File: src/rtl/oneshot_pkg.sv
// Shared types for the one-shot compare unit.
// Assumes: two-bit state encoding; no other users.
package oneshot_pkg;
    typedef enum logic [1:0] {
        ST_IDLE  = 2'd0,
        ST_ARMED = 2'd1,
        ST_HIGH  = 2'd2,
        ST_DONE  = 2'd3
    } os_state_t;

    localparam logic [2:0] MODE_ONESHOT = 3'b100;
endpackage

File: src/rtl/oneshot_match.sv
// Selects one of two timer counts and compares it with both compare values.
// Assumes: counts and compare values share width TW; purely combinational.
module oneshot_match #(
    parameter int TW = 16
) (
    input  logic          tsel,
    input  logic [TW-1:0] tmr_a,
    input  logic [TW-1:0] tmr_b,
    input  logic [TW-1:0] cmp_lead,
    input  logic [TW-1:0] cmp_trail,
    output logic [TW-1:0] sel_cnt,
    output logic          hit_lead,
    output logic          hit_trail,
    output logic          same_cmp
);
    // Time-base mux and the two equality comparators.
    always_comb begin
        sel_cnt   = tsel ? tmr_b : tmr_a;
        hit_lead  = (sel_cnt == cmp_lead);
        hit_trail = (sel_cnt == cmp_trail);
        same_cmp  = (cmp_lead == cmp_trail);
    end
endmodule

File: src/rtl/oneshot_seq.sv
// Sequencer: idle -> armed (low) -> high -> done, and the registered pulse pin.
// Assumes: wr_arm and wr_other are mutually exclusive single-cycle strobes.
module oneshot_seq
    import oneshot_pkg::*;
(
    input  logic      clk,
    input  logic      rst_n,
    input  logic      en,
    input  logic      wr_arm,
    input  logic      wr_other,
    input  logic      hit_lead,
    input  logic      hit_trail,
    input  logic      same_cmp,
    output logic      pulse_q,
    output logic      set_req,
    output os_state_t state
);
    os_state_t state_n;
    logic      pulse_n;

    // Next-state, next-output and flag-set decision.
    always_comb begin
        state_n = state;
        pulse_n = pulse_q;
        set_req = 1'b0;
        if (!en) begin
            state_n = ST_IDLE;
            pulse_n = 1'b0;
        end else if (wr_arm) begin
            state_n = ST_ARMED;
            pulse_n = 1'b0;
        end else if (wr_other) begin
            state_n = ST_IDLE;
            pulse_n = 1'b0;
        end else begin
            unique case (state)
                ST_ARMED: if (hit_lead) begin
                    if (same_cmp) begin
                        state_n = ST_DONE;
                        set_req = 1'b1;
                    end else begin
                        state_n = ST_HIGH;
                        pulse_n = 1'b1;
                    end
                end
                ST_HIGH: if (hit_trail) begin
                    state_n = ST_DONE;
                    pulse_n = 1'b0;
                    set_req = 1'b1;
                end
                default: ;
            endcase
        end
    end

    // State and pulse registers.
    always_ff @(posedge clk) begin
        if (!rst_n) begin
            state   <= ST_IDLE;
            pulse_q <= 1'b0;
        end else begin
            state   <= state_n;
            pulse_q <= pulse_n;
        end
    end
endmodule

File: src/rtl/oneshot_flag.sv
// Sticky interrupt flag with clear, and the gated interrupt request.
// Assumes: clear wins over a set arriving in the same cycle.
module oneshot_flag (
    input  logic clk,
    input  logic rst_n,
    input  logic set_req,
    input  logic clr,
    input  logic irq_en,
    output logic flag_q,
    output logic req
);
    // Flag register: clear, then set, else hold.
    always_ff @(posedge clk) begin
        if (!rst_n)       flag_q <= 1'b0;
        else if (clr)     flag_q <= 1'b0;
        else if (set_req) flag_q <= 1'b1;
    end

    // Request only when enabled.
    always_comb req = flag_q & irq_en;
endmodule

File: src/rtl/oneshot_cmp.sv
// Top: dual-compare one-shot pulse generator.
// Assumes: timer counts are supplied externally and stable around the clock edge.
module oneshot_cmp
    import oneshot_pkg::*;
#(
    parameter int TW = 16
) (
    input  logic          clk,
    input  logic          rst_n,
    input  logic          en,
    input  logic          mode_wr,
    input  logic [2:0]    mode,
    input  logic          tsel,
    input  logic [TW-1:0] cmp_lead,
    input  logic [TW-1:0] cmp_trail,
    input  logic [TW-1:0] tmr_a,
    input  logic [TW-1:0] tmr_b,
    input  logic          irq_clr,
    input  logic          irq_en,
    output logic          pulse_out,
    output logic          irq_flag,
    output logic          irq_req
);
    logic [TW-1:0] sel_cnt;
    logic          hit_lead, hit_trail, same_cmp;
    logic          wr_arm, wr_other, set_req;
    os_state_t     state;

    // Decode the mode write strobe.
    always_comb begin
        wr_arm   = mode_wr && (mode == MODE_ONESHOT);
        wr_other = mode_wr && (mode != MODE_ONESHOT);
    end

    oneshot_match #(.TW(TW)) u_match (
        .tsel(tsel), .tmr_a(tmr_a), .tmr_b(tmr_b),
        .cmp_lead(cmp_lead), .cmp_trail(cmp_trail),
        .sel_cnt(sel_cnt), .hit_lead(hit_lead),
        .hit_trail(hit_trail), .same_cmp(same_cmp)
    );

    oneshot_seq u_seq (
        .clk(clk), .rst_n(rst_n), .en(en),
        .wr_arm(wr_arm), .wr_other(wr_other),
        .hit_lead(hit_lead), .hit_trail(hit_trail), .same_cmp(same_cmp),
        .pulse_q(pulse_out), .set_req(set_req), .state(state)
    );

    oneshot_flag u_flag (
        .clk(clk), .rst_n(rst_n), .set_req(set_req), .clr(irq_clr),
        .irq_en(irq_en), .flag_q(irq_flag), .req(irq_req)
    );
endmodule

File: config.mk
export PLATFORM = sky130hd
export DESIGN_NAME = oneshot_cmp
export DESIGN_NICKNAME = d
export VERILOG_FILES = /design/src/rtl/oneshot_pkg.sv /design/src/rtl/oneshot_match.sv /design/src/rtl/oneshot_seq.sv /design/src/rtl/oneshot_flag.sv /design/src/rtl/oneshot_cmp.sv
export SDC_FILE = /design/constraint.sdc
export NUM_CORES = 1
export LEC_CHECK = 0
export BUFFER_PORTS_ARGS = -buffer_cell sky130_fd_sc_hd__buf_2
export CAP_MARGIN = 10
export CORE_MARGIN = 5
export CORE_UTILIZATION = 38
export CTS_CLUSTER_DIAMETER = 60
export DETAILED_ROUTE_END_ITERATION = 8
export PLACE_DENSITY = 0.77
export RECOVER_POWER = 25
export SLEW_MARGIN = 20
export SYNTH_ARGS = -nofsm -noshare
export SYNTH_HDL_FRONTEND = slang
export SYNTH_HIERARCHICAL = 1
export SYNTH_SLANG_ARGS = --single-unit
export TNS_END_PERCENT = 5
File: constraint.sdc
create_clock -name clk -period 2.2 [get_ports clk]
set_clock_uncertainty 0.15 [all_clocks]
set_input_delay 0.33 -clock clk [delete_from_list [all_inputs] [get_ports clk]]
set_output_delay 0.33 -clock clk [all_outputs]
set_load 0.02 [all_outputs]
# ---- Word-level counts from Yosys, hierarchy flattened
# Index checks and enable logic that the tools add are counted.
dict set report word_totals {
  regBits 4
  latch_bits 0
  ramBits 0
  romBits 0
  inputBits 74
  output_inout_bits 3
  word_cells 47
  memories 0
}
dict set report classes {
  n_addsub 0
  n_mul 0
  n_div 0
  order_cmp 0
  eq_ne 12
  shift 0
  mux 18
  bitwise 3
  n_reduce_logical 10
}
# op count
set op_table {}
lappend op_table {{$eq 16x16->1} 3}
lappend op_table {{$mux 16} 1}
lappend op_table {{$mux 1} 12}
lappend op_table {{$ne 4x2->1 const B} 2}
lappend op_table {{$ne 2x2->1 const B} 3}
lappend op_table {{$reduce_and 3->1} 2}
lappend op_table {{$mux 2} 2}
lappend op_table {{$pmux 1 s2} 2}
lappend op_table {{$pmux 2 s2} 1}
lappend op_table {{$reduce_and 4->1} 1}
lappend op_table {{$reduce_bool 4->1} 1}
lappend op_table {{$reduce_or 4->1} 1}
lappend op_table {{$eq 3x3->1 const B} 1}
lappend op_table {{$ne 3x3->1 const B} 1}
lappend op_table {{$eq 2x1->1 const B} 1}
lappend op_table {{$eq 2x2->1 const B} 1}
lappend op_table {{$logic_and 1x1->1} 2}
lappend op_table {{$not 1->1} 2}
lappend op_table {{$reduce_and 2->1} 1}
lappend op_table {{$reduce_bool 2->1} 1}
lappend op_table {{$reduce_or 2->1} 1}
lappend op_table {{$and 1x1->1} 1}

# ---- Logic depth before layout (Yosys ltp)
dict set report depth {
  depth_word 7
  depth_mapped 10
  ltp_nobuf 8
}

# ---- Cells and area by module
# Netlist, hierarchy kept.
# module instances cells_each area_per_inst_um2 seq_area_each_um2
set by_module_without_submodules {}
lappend by_module_without_submodules {oneshot_match 1 97 818.3 0.0}
lappend by_module_without_submodules {oneshot_seq 1 29 237.7 60.1}
lappend by_module_without_submodules {oneshot_flag 1 4 43.8 20.0}
lappend by_module_without_submodules {oneshot_cmp 1 3 17.5 0.0}

# ---- Worst setup path after synthesis
# OpenSTA, ideal clock, no wires.
dict set report synth_path {
  path_kind {input to register}
  startpoint {input tsel}
  endpoint {register u_flag.flag_q}
  setup_ns 0.072
  t_arrival_ns 2.166
  required_ns 1.978
  setup_slack_ns -0.189
  path_stages 10
  path_buffers 2
  path_cell_list {buf_6 buf_12 mux2i_4 xor2_1 nand4_1 nor4_2 a32oi_1 nor4_1 nor2_1 nor3b_2}
}
dict set report synth_via {
  elab_chain_cells 7
  word_cells_on_any_way 9
  cone_classes {eq/ne: 2; mux: 7}
}
# element line_no
set synth_rtl {}
lappend synth_rtl {{from (decl)} oneshot_cmp.sv:13} ;# input logic tsel,
lappend synth_rtl {{$mux 16} oneshot_match.sv:18} ;# sel_cnt = tsel ? tmr_b : tmr_a;
lappend synth_rtl {{$eq 16x16->1} oneshot_match.sv:19} ;# hit_lead = (sel_cnt == cmp_lead);
lappend synth_rtl {{via hit_lead} oneshot_cmp.sv:25} ;# logic hit_lead, hit_trail, same_cmp;
lappend synth_rtl {{$mux 1} oneshot_seq.sv:37} ;# ST_ARMED: if (hit_lead) begin
lappend synth_rtl {{$pmux 1 s2} oneshot_seq.sv:36} ;# unique case (state)
lappend synth_rtl {{$mux 1} oneshot_seq.sv:32} ;# end else if (wr_other) begin
lappend synth_rtl {{$mux 1} oneshot_seq.sv:29} ;# end else if (wr_arm) begin
lappend synth_rtl {{$mux 1} oneshot_seq.sv:26} ;# if (!en) begin
lappend synth_rtl {{via set_req} oneshot_cmp.sv:26} ;# logic wr_arm, wr_other, set_req;
lappend synth_rtl {{to (signal assigned)} oneshot_flag.sv:14} ;# if (!rst_n) flag_q <= 1'b0;
lappend synth_rtl {{to (signal assigned)} oneshot_flag.sv:15} ;# else if (clr) flag_q <= 1'b0;
lappend synth_rtl {{to (signal assigned)} oneshot_flag.sv:16} ;# else if (set_req) flag_q <= 1'b1;
lappend synth_rtl {{to (decl)} oneshot_flag.sv:9} ;# output logic flag_q,
# The timed path passes the listed nets, and every way through them passes these cells.
# A chain may end at the register's enable or synchronous reset.

# ---- Worst setup path after layout
# Same ends and word-level chain as after synthesis.

==> results_dict.tcl <==
set metrics [dict create \
    reg2reg_from "u_seq/state[0]$_SDFFE_PN0P_" \
    swShare_pct 35.3 \
    dp_slack_ps -257 \
    cts_tree "built" \
    start_kind "primary input" \
    fmax_mhz 463 \
    die_w_um 62.7 \
    die_h_um 62.7 \
    drv_cap 0 \
    tightest_slew_ps 594 \
    grt_pass1_wl_um 5170 \
    fin_crit_sh_pct 98.2 \
    yosysWarnings 6 \
    clkTransAtPathRegs_ps 40 \
    track_usage_pct 15.5 \
    wl_um 3450 \
    worstHoldStart "irq_clr" \
    drive_above_1_share_pct 59.0 \
    grt_start_max_net_pins 13 \
    ff2ff_setup_slack_ps 640 \
    worst-path-max-fanout 6 \
    die-area_um2 3940 \
    seqPwrFrac_pct 15.3 \
    p_leak_uw 0.000827 \
    numCtsBuffers 3 \
    power_density_nw_per_um2 263 \
    whs_endpoint "u_flag/flag_q$_SDFFE_PP0P_" \
    place.gp.congestion 0.859 \
    peakVddDrop_uv 187 \
    holdPathStages 2 \
    dp_hpwl_um 2740 \
    routedWlPerCell_um 13.9 \
    drt-vias-per-instance 5.03 \
    htree_num_levels 1 \
    critPathCaptureType "flop" \
    num_rows 19 \
    clock_sinks 4 \
    holdBufCountCts 0 \
    rsz0062_at_grt "yes" \
    setup_viol 0 \
    coreArea_um2 2710 \
    setup_ws_ps 40.6 \
    synthCells 117 \
    initial_core_util_pct 39.0 \
    grt_pass1_vias 1294 \
    port_buffers 76 \
    antenna_found_initial 0 \
    clockBufferDepth 2 \
    drv_slew 0 \
    hold_slack_ps 114 \
    p_switching_uw 170 \
    outcome "finished, final reports clean" \
    p_int_uw 312 \
    max_slew_margin_pct 60.1 \
    startpoint "tsel" \
    finalNetCount 295 \
    ctsRootBufferMaster "clkbuf_4" \
    r2r-end "u_flag/flag_q$_SDFFE_PP0P_" \
    vias 1248 \
    crit_required_ps 2210 \
    reg2regPathDepth 6 \
    clk_latency_ps 230 \
    antenna_left 0 \
    path_cells "buf_8 > buf_12 > mux2i_2 > xor2_1 > nand4_1 > nor4_4 > buf_4 > a32oi_1 > nor4_1 > nor2_1 > nor3b_2" \
    grt_overflow 0 \
    min_period_ps 2160 \
    syn_area_um2 1060 \
    first_pass_iters 4 \
    hold_path_class "primary input to flop" \
    syn_area_per_cell_um2 9.04 \
    critical-path-max-stage-delay_ps 330 \
    power_frac_comb_pct 66.1 \
    critical_path_class "primary input to flop" \
    syn2layout_area_growth_pct 73.1 \
    drc 0 \
    hold_viol 0 \
    pwr-share-clk_pct 18.6 \
    crit_arrival_ps 2170 \
    syn_nets 193 \
    drtIter0Drc 30 \
    critPathSlowestCell "nor4_4" \
    top_level_ports 77 \
    num_antenna_cells 0 \
]
[final cells by class]
cell class / instances / area, µm²
multi-input combinational: 107 / 1070
fill: 222 / 880
timing repair buffer: 99 / 608
sequential: 4 / 80.1
tap: 31 / 38.8
clock buffer: 3 / 22.5
inverter: 4 / 15.0
[through the flow]
stage	cell area (µm²)	util, %	instances	total power, µW	setup TNS, ps
4_1_cts	1640	60.7	239	448	0
6_report	1830	67.5	248	482	0
5_1_grt	1830	67.5	248	521	-265
3_5_place_dp	1620	59.8	236	353	-807
2_1_floorplan	1120	-	117	225	-185
3_3_place_gp	1620	59.8	236	348	-630
[timing repair]
item                                    in CTS  in global routing
gates resized for setup                      0                 17
pin swaps                                    1                  7
gates cloned                                 0                  1
endpoints found under the setup margin       1                  4
buffers inserted                             0                  8
[worst max path at each step]
stage                             endpoint  slack [ps]  cells past startpoint
2_1_floorplan   u_flag/flag_q$_SDFFE_PP0P_         -90                     10
3_3_place_gp    u_flag/flag_q$_SDFFE_PP0P_        -200                     11
3_5_place_dp   u_seq/state[0]$_SDFFE_PN0P_        -260                     10
4_1_cts        u_seq/state[0]$_SDFFE_PN0P_           4                     11
5_1_grt         u_flag/flag_q$_SDFFE_PP0P_        -100                     12
6_report        u_flag/flag_q$_SDFFE_PP0P_          40                     11
[critical path: cells and delay by family]
kind / cells / cell delay (ps)
compound gates: 1 / 100
xor+xnor: 1 / 170
buf+inv: 3 / 370
mux: 1 / 280
simple gates: 5 / 910
[power by group through the flow]
stage | clock [µW] | sequential, µW | combinational, µW
5_1_grt | 103 | 73.6 | 345
3_5_place_dp | 0 | 74.8 | 278
3_3_place_gp | 0 | 74.8 | 273
4_1_cts | 95.2 | 73.6 | 279
6_report | 89.6 | 73.7 | 319
2_1_floorplan | 0 | 74.7 | 151
[routing by layer]
metal | part of all wire [%] | global-route usage, % | vias to the layer above
met2 | 53 | 28.1 | 52
met5 | 0 | 0 | -
met1 | 39 | 18.0 | 567
li1 | - | - | 621
met4 | 2.1 | 5.57 | 0
met3 | 5.9 | 2.34 | 8
[state kept, by name, summed over array words and instances, names as in the netlist]
signal,count
u_seq/state,2
u_flag/flag_q,1
u_seq/pulse_q,1
[cell usage in the layout (no fill, tap or decap), types with 2 or more instances in the layout]
cell / count
buf_2: 74
xor2_1: 32
buf_4: 19
xnor2_1: 16
nand4_1: 12
mux2i_4: 8
mux2i_2: 8
nor2_1: 4
dfxtp_1: 4
nor4_1: 4
inv_1: 4
clkbuf_4: 3
nor4_4: 2
buf_12: 2
a21oi_1: 2
ha_1: 2
(Power assumes the default switching activity.)
